`config.mk`:
```
export PLATFORM = sky130hd
export DESIGN_NAME = pin_xfer_engine
export DESIGN_NICKNAME = d
export VERILOG_FILES = /design/src/rtl/pin_xfer_engine.sv
export SDC_FILE = /design/constraint.sdc
export NUM_CORES = 1
export LEC_CHECK = 0
export BUFFER_PORTS_ARGS = -buffer_cell sky130_fd_sc_hd__buf_2
export CAP_MARGIN = 10
export CORE_AREA = 2 2 214 216
export CTS_CLUSTER_DIAMETER = 150
export DETAILED_ROUTE_END_ITERATION = 10
export DIE_AREA = 0 0 216 218
export PLACE_DENSITY_LB_ADDON = 0.12
export SETUP_SLACK_MARGIN = 0.15
export SKIP_CTS_REPAIR_TIMING = 1
export SYNTH_ARGS = -nofsm -noshare
export SYNTH_HDL_FRONTEND = slang
export SYNTH_SLANG_ARGS = --single-unit
```
`constraint.sdc`:
```
create_clock -name clk -period 3.4 [get_ports clk]
set_clock_uncertainty 0.1 [all_clocks]
set_input_delay 0.34 -clock clk [delete_from_list [all_inputs] [get_ports clk]]
set_output_delay 0.34 -clock clk [all_outputs]
set_load 0.01 [all_outputs]
```
`src/rtl/pin_xfer_engine.sv`:
```
module pin_xfer_engine #(
  parameter int LONG_W = 32,
  parameter int PIN_W  = 128,
  parameter int PTR_W  = 9,
  parameter int BUF_N  = 4
) (
  input  logic              clk,
  input  logic              rst_n,
  input  logic              cfg_we,
  input  logic [6:0]        cfg_data,
  input  logic              ptr_we,
  input  logic [PTR_W-1:0]  ptr_wdata,
  input  logic              buf_we,
  input  logic [$clog2(BUF_N)-1:0] buf_addr,
  input  logic [LONG_W-1:0] buf_wdata,
  output logic [LONG_W-1:0] buf_rdata,
  output logic              ram_re,
  output logic              ram_we,
  output logic [PTR_W-1:0]  ram_addr,
  output logic [LONG_W-1:0] ram_wdata,
  input  logic [LONG_W-1:0] ram_rdata,
  input  logic [PIN_W-1:0]  pin_in,
  output logic [PIN_W-1:0]  pin_out,
  output logic [PIN_W-1:0]  pin_valid
);
  localparam int HALF_W = LONG_W / 2;
  localparam int BIX_W  = $clog2(BUF_N);
  localparam int SH_W   = $clog2(PIN_W) + 1;

  logic              en_q, rd_live_q, rd_half_q;
  logic [2:0]        mode_q, grp_q;
  logic [BIX_W:0]    ph_q;
  logic [PTR_W-1:0]  ptr_q;
  logic [HALF_W-1:0] lo_q;
  logic [LONG_W-1:0] buf_q [BUF_N];

  wire to_pins = ~mode_q[2];
  wire use_ram = mode_q[1];
  wire wide    = mode_q[0];

  logic [SH_W-1:0]   sh;
  logic [PIN_W-1:0]  lane;
  logic [LONG_W-1:0] pin_word, ent16, ent32, out_word, cap_word;
  logic [BIX_W-1:0]  bidx;
  logic              drive, adv, bwe;

  always_comb begin
    sh   = wide ? SH_W'(grp_q[2:1]) * SH_W'(LONG_W) : SH_W'(grp_q) * SH_W'(HALF_W);
    lane = wide ? (PIN_W'({LONG_W{1'b1}}) << sh) : (PIN_W'({HALF_W{1'b1}}) << sh);
  end

  assign pin_word = LONG_W'(pin_in >> sh);
  assign cap_word = wide ? pin_word : {pin_word[HALF_W-1:0], lo_q};

  assign ent16 = buf_q[ph_q[BIX_W:1]];
  assign ent32 = buf_q[ph_q[BIX_W-1:0]];

  always_comb begin
    if (use_ram)
      out_word = wide ? ram_rdata
               : {{HALF_W{1'b0}}, rd_half_q ? ram_rdata[LONG_W-1:HALF_W] : ram_rdata[HALF_W-1:0]};
    else
      out_word = wide ? ent32
               : {{HALF_W{1'b0}}, ph_q[0] ? ent16[LONG_W-1:HALF_W] : ent16[HALF_W-1:0]};
  end

  assign drive     = en_q && to_pins && (!use_ram || rd_live_q);
  assign pin_out   = drive ? (PIN_W'(out_word) << sh) : '0;
  assign pin_valid = drive ? lane : '0;

  assign ram_re    = en_q && to_pins && use_ram;
  assign ram_we    = en_q && !to_pins && use_ram && (wide || ph_q[0]);
  assign ram_addr  = ptr_q;
  assign ram_wdata = cap_word;
  assign adv       = (ram_re || ram_we) && (wide || ph_q[0]);

  assign bwe  = en_q && !to_pins && !use_ram && (wide || ph_q[0]);
  assign bidx = wide ? ph_q[BIX_W-1:0] : ph_q[BIX_W:1];
  assign buf_rdata = buf_q[buf_addr];

  always_ff @(posedge clk or negedge rst_n) begin
    if (!rst_n) begin
      en_q      <= 1'b0;
      mode_q    <= '0;
      grp_q     <= '0;
      ph_q      <= '0;
      rd_live_q <= 1'b0;
      rd_half_q <= 1'b0;
    end else if (cfg_we) begin
      en_q      <= cfg_data[6];
      mode_q    <= cfg_data[5:3];
      grp_q     <= cfg_data[2:0];
      ph_q      <= '0;
      rd_live_q <= 1'b0;
    end else if (en_q) begin
      ph_q      <= ph_q + 1'b1;
      rd_live_q <= ram_re;
      rd_half_q <= ph_q[0];
    end
  end

  always_ff @(posedge clk or negedge rst_n) begin
    if (!rst_n)                 ptr_q <= '0;
    else if (adv)               ptr_q <= ptr_q + 1'b1;
    else if (ptr_we && !en_q)   ptr_q <= ptr_wdata;
  end

  always_ff @(posedge clk or negedge rst_n) begin
    if (!rst_n)                                    lo_q <= '0;
    else if (en_q && !to_pins && !wide && !ph_q[0]) lo_q <= pin_word[HALF_W-1:0];
  end

  always_ff @(posedge clk or negedge rst_n) begin
    if (!rst_n) begin
      for (int i = 0; i < BUF_N; i++) buf_q[i] <= '0;
    end else if (bwe) begin
      buf_q[bidx] <= cap_word;
    end else if (buf_we) begin
      buf_q[buf_addr] <= buf_wdata;
    end
  end
endmodule

```
==> impl_metrics.json, run 1 <==
{
  "status": "complete, but fails checks",
  "violations": "negative hold slack",
  "grt_pass1_wl_um": 105600,
  "drc": 0,
  "nets": 2303,
  "reg2reg_depth": 7,
  "max_stage_delay_ns": 0.46,
  "drt_pass1_iterations": 9,
  "initialDrtViolationCount": 1633,
  "required_ns": 2.96,
  "num_io_pins": 546,
  "hp-start": "cfg_data[6]",
  "htree_num_levels": 4,
  "mostFrequentLayoutCell": "buf_2",
  "synthArstFlopShare": 1.000,
  "drv_cap": 0,
  "p_leak_nw": 8.868,
  "avgSynthCellArea_um2": 9.001,
  "period_share": 0.9647,
  "reg2reg_from": "ph_q[1]$_DFFE_PN0P_",
  "synth_ff_type": "dfrtp_1",
  "pre_cts_ws_ns": 0.2522,
  "layout-drive-gt1-share": 0.4533,
  "crit_path_end_kind": "primary output",
  "swShare": 0.4312,
  "syn_nets": 1904,
  "coreArea_um2": 44890,
  "worst_slack_ns": 0.1200,
  "rows": 78,
  "syn2layout_area_growth_pct": 24.47,
  "gr-total-overflow": 0,
  "die_w_um": 216,
  "power.share.combinational": 0.469,
  "min_path_cells": 3,
  "fp.dieH_um": 218,
  "wl_per_cell_um": 27.92,
  "syn_inst": 1687,
  "grt_pass1_vias": 14727,
  "place_inst": 2654,
  "synth_cell_types": 71,
  "route.vias.total": 16065,
  "whs_ns": -0.002975,
  "max_slew_margin": 0.4250,
  "clk_latency_ns": 0.47,
  "slowest_stage": "dfrtp_4",
  "wl_um": 75580,
  "layout.cells.non_filler": 2707,
  "vdd_drop_max_mv": 0.3855,
  "cellPowerDensity_nw_per_um2": 514.2,
  "root_buffer": "clkbuf_16",
  "yosysWarnings": 0,
  "finalPower_mw": 9.719,
  "ant_nets": 0,
  "hold-path-endpoint": "en_q$_DFFE_PN0P_",
  "grt_max_degree": 76,
  "final_hold_viol_count": 1,
  "drv_slew": 0,
  "layout_min_cycle_time_ns": 3.280,
  "path_cells": "buf_16, buf_12, nand2b_1, buf_4, nand2_1, nand3_1, nand2_1, nor2_1, buf_2",
  "clkSinkCount": 165,
  "p_clk_frac": 0.205,
  "synth_edf_count": 0,
  "tightest_slew_ns": 0.8625,
  "p_seq_frac": 0.326,
  "hold_class": "primary input to register",
  "r2r-end": "buf_q[94]$_DFFE_PN0P_",
  "crit_type": "register to primary output",
  "die_area_um2": 47090,
  "ys_ff_latch": 165,
  "gp_congestion": 0.9312,
  "crit_path_frequent_cell": "nand2_1",
  "crit_path_max_fanout": 75,
  "syn_area_um2": 15180,
  "cts_made_buffers": 17,
  "initial_core_util": 0.3382,
  "portBuffers": 545,
  "via_per_inst": 5.935,
  "cts_tree": "done",
  "rrSetupSlack_ns": 0.69,
  "clk_pin_slew_ns": 0.07,
  "setup_viol": 0,
  "start_kind": "register",
  "rsz0062_at_grt": "yes",
  "grt_usage": 0.3064,
  "clock_path_buffers": 2,
  "nFillCells": 4520,
  "antenna_found_initial": 16,
  "cp_data_arrival_time_ns": 2.84,
  "synth-seq-area-share": 0.2719,
  "final_cell_mix": "544 x buf_2, 180 x nand2_1, 160 x dfrtp_1",
  "internal-power_mw": 5.528,
  "max_freq_ghz": 0.3049,
  "power_switching_mw": 4.191,
  "hpwl_um": 59540
}
-- critical path, delay by kind of cell, from the launching register on --
| kind | cells | cell delay (ns) |
|---|---|---|
| flip-flops | 1 | 0.46 |
| buffers and inverters | 4 | 1.02 |
| AND/OR/NAND/NOR | 5 | 0.83 |
-- power groups by stage --
stage / Clock [mW] / Sequential, mW / Combinational [mW]
global route: 2.09 / 3.21 / 4.86
finish: 1.99 / 3.17 / 4.56
global placement: 0 / 3.12 / 4.30
floorplan: 0 / 2.81 / 2.77
CTS: 2.02 / 3.11 / 4.34
detailed placement: 0 / 3.14 / 4.33
-- cells in the mapped netlist (51+ instances only) --
cell type,count,share of area
dfrtp_1,165,0.27
o21ai_0,51,0.017
mux4_2,80,0.12
buf_2,57,0.019
and3b_1,58,0.033
o22ai_1,67,0.028
a211oi_1,93,0.046
clkbuf_1,62,0.015
mux2_2,72,0.053
a21oi_1,100,0.033
nand3_1,56,0.018
buf_4,129,0.064
nor2_1,157,0.039
nand2_1,182,0.045
-- flip-flops by register name, summed over array words and instances (netlist names) --
| register | count |
|---|---|
| grp_q | 3 |
| buf_q | 128 |
| lo_q | 16 |
| rd_half_q | 1 |
| ram_addr | 9 |
| ph_q | 3 |
| en_q | 1 |
| rd_live_q | 1 |
| mode_q | 3 |
-- layer usage --
metal | global-route usage | routed length [um] | up-vias
li1 | - | - | 6987
met1 | 0.4163 | 31620 | 8047
met2 | 0.5002 | 35910 | 924
met3 | 0.04840 | 5870 | 103
met4 | 0.09726 | 2147 | 4
met5 | 0 | 27 | -
-- kinds of logic (layout without fill, tap and decap cells) --
kind of cell,Yosys count,after routing,synth area share
AND/OR/NAND/NOR,577,578,0.2065
buffers and inverters,321,731,0.1271
adder cells (fa/ha/maj),2,2,0.001648
AO/OA/AOI/OAI,451,451,0.2043
XOR/XNOR,2,2,0.001154
flip-flops,165,165,0.2719
multiplexers,169,169,0.1874
other,0,9,0
-- how the worst max path moves through the flow --
stage / startpoint / end / depth (start not counted)
2_1_floorplan: grp_q[1]$_DFFE_PN0P_ / pin_valid[113] / 6
3_3_place_gp: ph_q[2]$_DFFE_PN0P_ / pin_out[22] / 8
3_5_place_dp: ph_q[2]$_DFFE_PN0P_ / pin_out[22] / 8
4_1_cts: ph_q[2]$_DFFE_PN0P_ / pin_out[22] / 8
5_1_grt: mode_q[0]$_DFFE_PN0P_ / pin_out[110] / 9
6_report: mode_q[0]$_DFFE_PN0P_ / pin_out[78] / 9
-- area by class of cell --
| class | count | area, um^2 | share of cell area |
|---|---|---|---|
| timing repair buffer | 658 | 3791 | 0.2006 |
| sequential | 165 | 4140 | 0.2191 |
| multi-input combinational | 1202 | 9455 | 0.5003 |
| antenna | 9 | 22.52 | 0.001192 |
| inverter | 42 | 161.4 | 0.008540 |
| tap | 600 | 750.7 | 0.03972 |
| clock buffer | 17 | 425.4 | 0.02251 |
| clock inverter | 14 | 153.9 | 0.008142 |
-- stage by stage --
step / cell area [um^2] / setup TNS (ns) / hold WS (ns) / utilization
finish: 18900 / 0 / -0.002975 / 0.4210
global route: 18890 / 0 / 0.006118 / 0.4208
CTS: 18350 / -2.175 / -0.1615 / 0.4088
detailed placement: 17770 / 0 / 0.3283 / 0.3958
global placement: 17770 / 0 / 0.3283 / 0.3958
floorplan: 15180 / 0 / -0.05559 / -
No activity file was read; power rests on OpenSTA's default activity.
==> inputs of run 2 (changes only) <==
--- a/config.mk
+++ b/config.mk
@@ -8,10 +8,12 @@
 export BUFFER_PORTS_ARGS = -buffer_cell sky130_fd_sc_hd__buf_2
 export CAP_MARGIN = 10
 export CORE_AREA = 2 2 214 216
+export CTS_BUF_LIST = sky130_fd_sc_hd__clkbuf_4 sky130_fd_sc_hd__clkbuf_8 sky130_fd_sc_hd__clkbuf_16
 export CTS_CLUSTER_DIAMETER = 150
 export DETAILED_ROUTE_END_ITERATION = 10
 export DIE_AREA = 0 0 216 218
 export PLACE_DENSITY_LB_ADDON = 0.12
+export RECOVER_POWER = 100
 export SETUP_SLACK_MARGIN = 0.15
 export SKIP_CTS_REPAIR_TIMING = 1
 export SYNTH_ARGS = -nofsm -noshare
==> run 2 against run 1 <==
Effect of this change:
- the run ends with negative hold slack, max-capacitance violations, max-slew violations left
- via count about the same
- setup slack got worse by 0.056 ns
- combinational power down 2%
- largest cell class unchanged
- largest power group unchanged
==> impl_metrics.json, run 2 (synthesis results as in run 1) <==
{
  "cts_made_buffers": 17,
  "gr-total-overflow": 0,
  "final_cell_mix": "431 x buf_2, 181 x nand2_1, 161 x dfrtp_1",
  "multi_input_area_um2": 9385,
  "fin_area_um2": 18590,
  "worst_slack_ns": 0.06366,
  "syn2layout_area_growth_pct": 22.40,
  "nFillCells": 4616,
  "drc": 0,
  "initial_core_util": 0.3382,
  "whs_ns": -0.006190,
  "period_share": 0.9813,
  "fp.dieH_um": 218,
  "max_slew_margin": -0.3379,
  "cellPowerDensity_nw_per_um2": 518.9,
  "required_ns": 2.96,
  "regMostFlops": "buf_q",
  "finalPower_mw": 9.645,
  "gp_congestion": 0.9312,
  "grt_max_degree": 76,
  "max_freq_ghz": 0.2997,
  "hpwl_um": 59540,
  "htree_num_levels": 4,
  "drv_slew": 69,
  "cts_tree": "done",
  "clock_path_buffers": 2,
  "grt_pass1_vias": 14727,
  "status": "complete, but fails checks",
  "rows": 78,
  "layout-drive-gt1-share": 0.3899,
  "p_leak_nw": 8.373,
  "pre_cts_ws_ns": 0.2522,
  "violations": "negative hold slack, max-capacitance violations, max-slew violations",
  "route.vias.total": 16067,
  "cp_data_arrival_time_ns": 2.90,
  "drt_pass1_iterations": 8,
  "crit_type": "register to primary output",
  "max_stage_delay_ns": 0.83,
  "path_cells": "nand2b_4, buf_12, a211oi_1, nor4_2, a21oi_2, inv_1, buf_2",
  "wl_um": 75760,
  "rsz0062_at_grt": "yes",
  "coreArea_um2": 44890,
  "layout_min_cycle_time_ns": 3.336,
  "clkSinkCount": 165,
  "start_kind": "register",
  "clk_pin_slew_ns": 0.07,
  "place_area_um2": 17770,
  "setup_viol": 0,
  "cp.buffers_inverters": 3,
  "num_io_pins": 546,
  "crit_path_end_kind": "primary output",
  "vdd_drop_max_mv": 0.3916,
  "finish.utilization": 0.4140,
  "initialDrtViolationCount": 1600,
  "antenna_found_initial": 16,
  "slowest_stage": "nor4_2",
  "grt_pass1_wl_um": 105600,
  "drv_cap": 1,
  "clk_latency_ns": 0.47,
  "die_area_um2": 47090,
  "final_hold_viol_count": 1,
  "tightest_slew_ns": 2.007,
  "seq_area_um2": 4139,
  "crit_path_max_fanout": 38,
  "via_per_inst": 5.935,
  "ant_nets": 0,
  "mostFrequentLayoutCell": "buf_2",
  "wl_per_cell_um": 27.99,
  "grt_usage": 0.3064,
  "die_w_um": 216,
  "hold_class": "primary input to register",
  "nets": 2303,
  "root_buffer": "clkbuf_16",
  "critPathTopFamily": "simple AND/OR/NAND/NOR gates",
  "portBuffers": 545,
  "largest_reg_flops": 128
}
-- run 2: changes by cell type in the layout (fill, tap and decap cells not counted), moves of 3 or more --
cell / change
buf_12: -3
clkbuf_4: +3
clkbuf_1: +122
buf_2: -113
buf_4: -21
clkbuf_2: +12
-- run 2: report_power, final --
part / leakage, nW / switching [mW] / internal (mW)
clock: 0.264 / 0.913 / 1.08
combinational: 6.16 / 2.57 / 1.91
sequential: 1.95 / 0.707 / 2.47
total: 8.37 / 4.19 / 5.45
-- run 2: layout make-up --
type	instances	share of cell area
diodes	9	0.001212
clock buffers	17	0.02289
clock inverters	14	0.008280
inverters	42	0.008684
multi-input cells	1202	0.5049
flip-flops and latches	165	0.2227
well taps	600	0.04039
repair buffers	658	0.1909
-- run 2: stage by stage --
| stage | setup TNS [ns] | cells | hold WS, ns |
|---|---|---|---|
| detailed placement | 0 | 2654 | 0.3283 |
| global placement | 0 | 2654 | 0.3283 |
| global route | -0.01259 | 2703 | 0.006118 |
| CTS | -2.175 | 2685 | -0.1615 |
| floorplan | 0 | 1687 | -0.05559 |
| finish | 0 | 2707 | -0.006190 |
-- run 2: final timing paths --
check	start	endpoint	slack, ns	depth (start not counted)
setup / recovery	mode_q[0]$_DFFE_PN0P_	ram_wdata[8]	0.06	7
hold / removal	cfg_data[6]	en_q$_DFFE_PN0P_	-0.006	3
setup reg to reg	ph_q[1]$_DFFE_PN0P_	buf_q[94]$_DFFE_PN0P_	0.13	7
hold reg to reg	lo_q[2]$_DFFE_PN0P_	lo_q[2]$_DFFE_PN0P_	0.40	1
max in group asynchronous	rst_n	buf_q[87]$_DFFE_PN0P_	0.55	3
min in group asynchronous	rst_n	grp_q[0]$_DFFE_PN0P_	0.85	2
-- run 2: worst register-to-register path, stage by stage (launching register included) --
cell and delay, ns:
dfrtp_1 0.44, buf_4 0.36, nor3b_1 0.25, o211a_1 0.72, or2_1 0.20, clkbuf_1 0.73
o22ai_1 0.20, a21oi_1 0.17
-- run 2: routing by layer --
metal	vias to the layer above	share of wire	track usage
met2	980	0.47	0.5002
li1	6979	-	-
met4	4	0.030	0.09726
met5	-	0.00036	0
met1	8002	0.41	0.4163
met3	102	0.084	0.04840
